## config.mk

```make
export PLATFORM = sky130hd
export DESIGN_NAME = ivc_alloc
export DESIGN_NICKNAME = d
export VERILOG_FILES = /design/src/rtl/ivc_pkg.sv /design/src/rtl/ivc_pick.sv /design/src/rtl/ivc_fifo.sv /design/src/rtl/ivc_alloc.sv
export SDC_FILE = /design/constraint.sdc
export NUM_CORES = 1
export LEC_CHECK = 0
export BUFFER_PORTS_ARGS = -buffer_cell sky130_fd_sc_hd__buf_2
export CORE_AREA = 2 2 233 235
export CTS_CLUSTER_DIAMETER = 100
export DETAILED_ROUTE_END_ITERATION = 7
export DIE_AREA = 0 0 235 237
export GPL_TIMING_DRIVEN = 1
export PLACE_DENSITY_LB_ADDON = 0.25
export SYNTH_ARGS = -nofsm -noshare
export SYNTH_HDL_FRONTEND = slang
export SYNTH_SLANG_ARGS = --single-unit
```

## constraint.sdc

```tcl
create_clock -name clk -period 12.2 [get_ports clk]
set_clock_uncertainty 0.05 [all_clocks]
set_input_delay 1.22 -clock clk [delete_from_list [all_inputs] [get_ports clk]]
set_output_delay 1.22 -clock clk [all_outputs]
set_load 0.01 [all_outputs]
```

## src/rtl/ivc_pkg.sv

```systemverilog
package ivc_pkg;
  typedef enum logic {
    LS_IDLE = 1'b0,
    LS_OPEN = 1'b1
  } link_state_e;
endpackage

```

## src/rtl/ivc_pick.sv

```systemverilog
// Lowest-index selector over a candidate vector.
module ivc_pick #(
  parameter int NUM_VC = 4,
  localparam int VW = (NUM_VC > 1) ? $clog2(NUM_VC) : 1
) (
  input  logic [NUM_VC-1:0] cand,
  output logic              found,
  output logic [VW-1:0]     idx
);
  always_comb begin
    found = |cand;
    idx   = '0;
    for (int i = NUM_VC - 1; i >= 0; i--) begin
      if (cand[i]) idx = VW'(i);
    end
  end
endmodule

```

## src/rtl/ivc_fifo.sv

```systemverilog
// One VC buffer: circular store with an occupancy counter.
module ivc_fifo #(
  parameter int W     = 34,
  parameter int DEPTH = 5,
  localparam int PW = (DEPTH > 1) ? $clog2(DEPTH) : 1,
  localparam int CW = $clog2(DEPTH + 1)
) (
  input  logic         clk,
  input  logic         rst_n,
  input  logic         wr,
  input  logic [W-1:0] wdata,
  input  logic         rd,
  output logic [W-1:0] rdata,
  output logic         not_empty,
  output logic         full
);
  logic [W-1:0]  mem [DEPTH];
  logic [PW-1:0] wp_q, wp_d, rp_q, rp_d;
  logic [CW-1:0] cnt_q, cnt_d;
  logic          do_wr, do_rd;

  assign not_empty = (cnt_q != '0);
  assign full      = (cnt_q == CW'(DEPTH));
  assign do_wr     = wr & ~full;
  assign do_rd     = rd & not_empty;
  assign rdata     = mem[rp_q];

  always_comb begin
    wp_d  = wp_q;
    rp_d  = rp_q;
    cnt_d = cnt_q;
    if (do_wr) wp_d = (wp_q == PW'(DEPTH - 1)) ? '0 : wp_q + 1'b1;
    if (do_rd) rp_d = (rp_q == PW'(DEPTH - 1)) ? '0 : rp_q + 1'b1;
    if (do_wr && !do_rd) cnt_d = cnt_q + 1'b1;
    else if (do_rd && !do_wr) cnt_d = cnt_q - 1'b1;
  end

  always_ff @(posedge clk or negedge rst_n) begin
    if (!rst_n) begin
      wp_q  <= '0;
      rp_q  <= '0;
      cnt_q <= '0;
    end else if (do_wr || do_rd) begin
      wp_q  <= wp_d;
      rp_q  <= rp_d;
      cnt_q <= cnt_d;
    end
  end

  always_ff @(posedge clk) begin
    if (do_wr) mem[wp_q] <= wdata;
  end
endmodule

```

## src/rtl/ivc_alloc.sv

```systemverilog
module ivc_alloc #(
  parameter int DATA_W     = 32,
  parameter int NUM_VC     = 4,
  parameter int FIFO_DEPTH = 5,
  localparam int FW = DATA_W + 2,
  localparam int VW = (NUM_VC > 1) ? $clog2(NUM_VC) : 1
) (
  input  logic                 clk,
  input  logic                 rst_n,
  input  logic                 in_valid,
  input  logic [DATA_W-1:0]    in_data,
  input  logic                 in_head,
  input  logic                 in_tail,
  output logic                 in_ack,
  input  logic [NUM_VC-1:0]    vc_enable,
  input  logic [NUM_VC-1:0]    rd_en,
  output logic [NUM_VC-1:0]    rd_ready,
  output logic [NUM_VC*FW-1:0] rd_flit,
  output logic [NUM_VC-1:0]    vc_lock
);
  import ivc_pkg::*;

  link_state_e       st_q, st_d;
  logic [VW-1:0]     cur_q, cur_d, wr_sel, pick_idx;
  logic [NUM_VC-1:0] lock_q, lock_d, lock_set, lock_clr, fifo_full;
  logic              pick_found, hdr_take, do_write;
  logic [FW-1:0]     wflit;

  assign wflit   = {in_head, in_tail, in_data};
  assign vc_lock = lock_q;

  ivc_pick #(.NUM_VC(NUM_VC)) u_pick (
    .cand  (~lock_q & vc_enable),
    .found (pick_found),
    .idx   (pick_idx)
  );

  // Link control: acknowledge, write steering, next state
  always_comb begin
    st_d     = st_q;
    cur_d    = cur_q;
    wr_sel   = cur_q;
    in_ack   = 1'b0;
    do_write = 1'b0;
    hdr_take = 1'b0;
    if (st_q == LS_IDLE) begin
      if (in_valid && in_head) begin
        if (pick_found) begin
          in_ack   = 1'b1;
          do_write = 1'b1;
          hdr_take = 1'b1;
          wr_sel   = pick_idx;
          cur_d    = pick_idx;
          if (!in_tail) st_d = LS_OPEN;
        end
      end else if (in_valid) begin
        in_ack = 1'b1;  // stray flit outside a packet: discarded
      end
    end else begin
      if (in_valid && !fifo_full[cur_q]) begin
        in_ack   = 1'b1;
        do_write = 1'b1;
        if (in_tail) st_d = LS_IDLE;
      end
    end
  end

  always_ff @(posedge clk or negedge rst_n) begin
    if (!rst_n) begin
      st_q  <= LS_IDLE;
      cur_q <= '0;
    end else begin
      if (in_valid && in_ack) st_q <= st_d;
      if (hdr_take) cur_q <= cur_d;
    end
  end

  // Per-VC buffers and lock bookkeeping
  for (genvar g = 0; g < NUM_VC; g++) begin : g_vc
    logic          wr_g;
    logic [FW-1:0] head_g;

    assign wr_g = do_write && (wr_sel == VW'(g));

    ivc_fifo #(.W(FW), .DEPTH(FIFO_DEPTH)) u_fifo (
      .clk       (clk),
      .rst_n     (rst_n),
      .wr        (wr_g),
      .wdata     (wflit),
      .rd        (rd_en[g]),
      .rdata     (head_g),
      .not_empty (rd_ready[g]),
      .full      (fifo_full[g])
    );

    assign rd_flit[g*FW +: FW] = head_g;
    assign lock_set[g] = hdr_take && (wr_sel == VW'(g));
    assign lock_clr[g] = rd_en[g] & rd_ready[g] & head_g[DATA_W];
  end

  always_comb begin
    lock_d = (lock_q | lock_set) & ~lock_clr;
  end

  always_ff @(posedge clk or negedge rst_n) begin
    if (!rst_n) lock_q <= '0;
    else if (|(lock_set | lock_clr)) lock_q <= lock_d;
  end
endmodule

```

==> summary.log <==
INFO  status         result_of_the_run=finished clean
INFO  place          finalWeightedCongestion=0.759
INFO  final_layout   finish.net_count=1585
INFO  floorplanning  initial_core_util=52.3%
INFO  sta            worstMarginPinSlew=1170ps
INFO  place          post-dp-hpwl=32.3mm
INFO  synth          yosys.area.top_type=sky130_fd_sc_hd__edfxtp_1
INFO  sta            totalNegativeSetupSlack=0ps
INFO  critical_path  path_cells=buf_4, mux4_2, mux2_2, buf_2
INFO  final_layout   area_growth_syn_to_layout=15.2%
INFO  synth          yosysTopAreaCellShare=73.2%
INFO  min_path       whs_endpoint=g_vc[2].u_fifo.cnt_q[2]
INFO  place          i_o_buffers=189
INFO  clock_tree     tritoncts_num_sinks=723
INFO  sta            min_period=4310ps
INFO  synth          syn_area=0.0279mm²
INFO  clock_tree     postCtsHoldBufs=0
INFO  synth          ys_async_sr_fraction=5.95%
INFO  route          routedWlPerCell=25.1µm
INFO  critical_path  kind_of_start_point_of_the_critical_path=flip-flop
INFO  min_path       timing.hold.worst.class=flip-flop to flip-flop
INFO  floorplanning  horizontal_die_dimension=235µm
INFO  critical_path  rr_startpoint=st_q
INFO  critical_path  reg2reg_to=g_vc[3].u_fifo.mem[4][5]
INFO  route          dr_vias=13128
INFO  sta            setup_viol_count_final=0
INFO  clock_tree     cts_tree=built
INFO  sta            maxSlewViolCount=0
INFO  power          power.total=7250µW
INFO  power          leakage=0.0107µW
INFO  power          peakVddDrop=0.111mV
INFO  synth          seq_area_frac_synth=77.1%
INFO  floorplanning  floorplan.core_area=0.0533mm²
INFO  critical_path  path_class=flip-flop to output port
INFO  final_layout   final_cell_area=0.0321mm²
INFO  route          drc_markers=0
INFO  route          violation_count_after_the_first_detailed_route_iteration=1129
INFO  synth          synthCells=1280
INFO  clock_tree     cts_root_buf=sky130_fd_sc_hd__clkbuf_16
INFO  sta            grt_setup_unrepaired=false
INFO  floorplanning  fp-row-count=85
INFO  clock_tree     htree_num_levels=3
INFO  synth          post_synth_num_cell_types=50
INFO  min_path       hold_path_depth=1
INFO  synth          number_of_synthesized_register_bits=723
INFO  critical_path  critPathTopFamily=multiplexers
INFO  critical_path  critPathRequiredTime=10930ps
INFO  power          power.density_cell_area=226mW/mm²
INFO  place          placed_area=0.0298mm²
INFO  critical_path  critical_path_arrival=3040ps
INFO  final_layout   layout_commonest_cell=sky130_fd_sc_hd__edfxtp_1
INFO  route          detail_route.wirelength=56.9mm
INFO  synth          postSynth.topFlopCell=sky130_fd_sc_hd__edfxtp_1
INFO  final_layout   insertedDiodeCount=0
INFO  min_path       holdCritStartpoint=g_vc[2].u_fifo.cnt_q[2]
INFO  sta            report.final.hold_viol_count=0
INFO  floorplanning  die_height=237µm
INFO  critical_path  critical_path_peak_fanout=20
INFO  clock_tree     clk_pin_slew=60ps
INFO  synth          synthesis.yosys.warnings=0
INFO  route          ant_nets=0
INFO  synth          avgSynthCellArea=21.8µm²
INFO  critical_path  endpoint_kind=output port
INFO  critical_path  reg2reg_setup_slack=8570ps
INFO  final_layout   most-common-layout-cells=sky130_fd_sc_hd__edfxtp_1, sky130_fd_sc_hd__buf_2, sky130_fd_sc_hd__mux2_2
INFO  route          vias_per_cell=5.79
INFO  run            drv_cap=0
INFO  global_route   grt_util_all_layers=20.7%
INFO  clock_tree     clk_path_buf_depth=3
INFO  synth          synth_enable_flop_cells=680
INFO  global_route   global_route_wire_length_before_repair=85.2mm
INFO  critical_path  slowest_stage=sky130_fd_sc_hd__dfrtp_2
INFO  global_route   grt_antenna_before_repair=0
INFO  critical_path  worst-path-buf-inv=2
INFO  sta            timing.fmax=232MHz
INFO  clock_tree     number_of_buffers_created_by_cts=74
INFO  synth          post_synth_main_area_contributors=sky130_fd_sc_hd__edfxtp_1, sky130_fd_sc_hd__mux4_2, sky130_fd_sc_hd__mux2_2
INFO  clock_tree     cts.repair_timing.setup_buffer_count=0
INFO  global_route   number_of_global_route_vias_before_repair=13615
INFO  clock_tree     ctsResizeCount=0
INFO  route          drt_first_pass_iters=5
INFO  sta            finalCritPeriodShare=35.3%
INFO  global_route   grt_max_degree=44
INFO  global_route   grt_overflow_total=0
INFO  final_layout   drive_above_1_share=40.6%
INFO  sta            timing.slew.headroom=22.1%
INFO  floorplanning  dieArea=0.0557mm²
INFO  critical_path  r2r.worst_path.cells=6
INFO  final_layout   nFillCells=3753
INFO  synth          synth_nets=1353
INFO  critical_path  critPathMaxStageDelay=840ps
INFO  clock_tree     insertion_delay=610ps
INFO  floorplanning  top_level_i_o_count=190
==> worst register-to-register path, delay by kind of cell, from the launching register on <==
family	cells	cell delay, ps
buf+inv	1	180
flops	1	460
simple gates	3	2070
compound gates	2	440
==> cells by family after synthesis <==
logic type	synth area share (%)
buffers and inverters	1.27
AND/OR/NAND/NOR	1.95
AO/OA/AOI/OAI	1.14
XOR/XNOR	0.377
multiplexers	16.8
adder cells (fa/ha/maj)	1.36
flip-flops	77.1
==> cell type report <==
type	count	area, µm²	share of cell area [%]
Sequential cell	723	21500	66.9
Clock buffer	90	1930	6.01
Inverter	30	113	0.350
Multi-Input combinational cell	469	6150	19.1
Timing Repair Buffer	214	1130	3.53
Clock inverter	47	432	1.34
Tap cell	696	871	2.71
==> power breakdown <==
part	internal [µW]	switching [µW]	leakage, µW
combinational	977	873	0.00289
sequential	2880	326	0.00664
clock	1280	915	0.00116
==> per-layer routing <==
layer	wire length [µm]	global-route usage (%)	share of wire [%]
met1	24900	29.7	44
met3	3120	3.39	5.5
met2	27700	33.0	49
met4	1150	6.56	2.0
met5	0	0	0
==> synth_stat cells (all sizes together) (2+ instances only) <==
cell and count:
edfxtp 680, mux2 144, mux4 136, dfrtp 43, clkbuf 34, inv 30, buf 24, ha 24
nand2 24, o21ai 22, nor2 13, a21oi 12, nor3 8, nor4 8, xnor2 8, nand2b 7
a31oi 6, nand3 5, and3b 4, fa 4, or3 4, or4 4, xor2 4, nor2b 3
nor4b 3, o22ai 3, a21o 2, and2 2, and4 2, nand3b 2, nor3b 2, o31ai 2
o41ai 2
==> flip-flops by register name (all words and copies together) (netlist names) <==
| name | count |
|---|---|
| g_vc.u_fifo.mem | 680 |
| g_vc.u_fifo.cnt_q | 12 |
| g_vc.u_fifo.rp_q | 12 |
| g_vc.u_fifo.wp_q | 12 |
| vc_lock | 4 |
| cur_q | 2 |
| st_q | 1 |
==> worst max path at each step <==
stage	from	endpoint	slack [ps]	depth (start not counted)
finish	g_vc[1].u_fifo.rp_q[0]	rd_flit[48]	7890	4
global route	g_vc[1].u_fifo.rp_q[0]	rd_flit[48]	7690	4
floorplan	in_valid	g_vc[1].u_fifo.mem[4][0]	5610	6
CTS	g_vc[1].u_fifo.rp_q[0]	rd_flit[48]	7780	4
detailed placement	in_head	g_vc[3].u_fifo.mem[4][21]	7540	7
global placement	in_head	g_vc[3].u_fifo.mem[4][21]	7670	7
==> metrics by stage <==
step | setup slack (ps) | cells | hold slack [ps] | utilization, %
6_report | 7890 | 2269 | 439 | 60.3
5_1_grt | 7690 | 2269 | 454 | 60.3
4_1_cts | 7780 | 2269 | 442 | 60.3
3_5_place_dp | 7540 | 2132 | 435 | 55.9
3_3_place_gp | 7670 | 2132 | 420 | 55.9
2_1_floorplan | 5610 | 1280 | 401 | -
No activity file was read; power rests on OpenSTA's default activity.
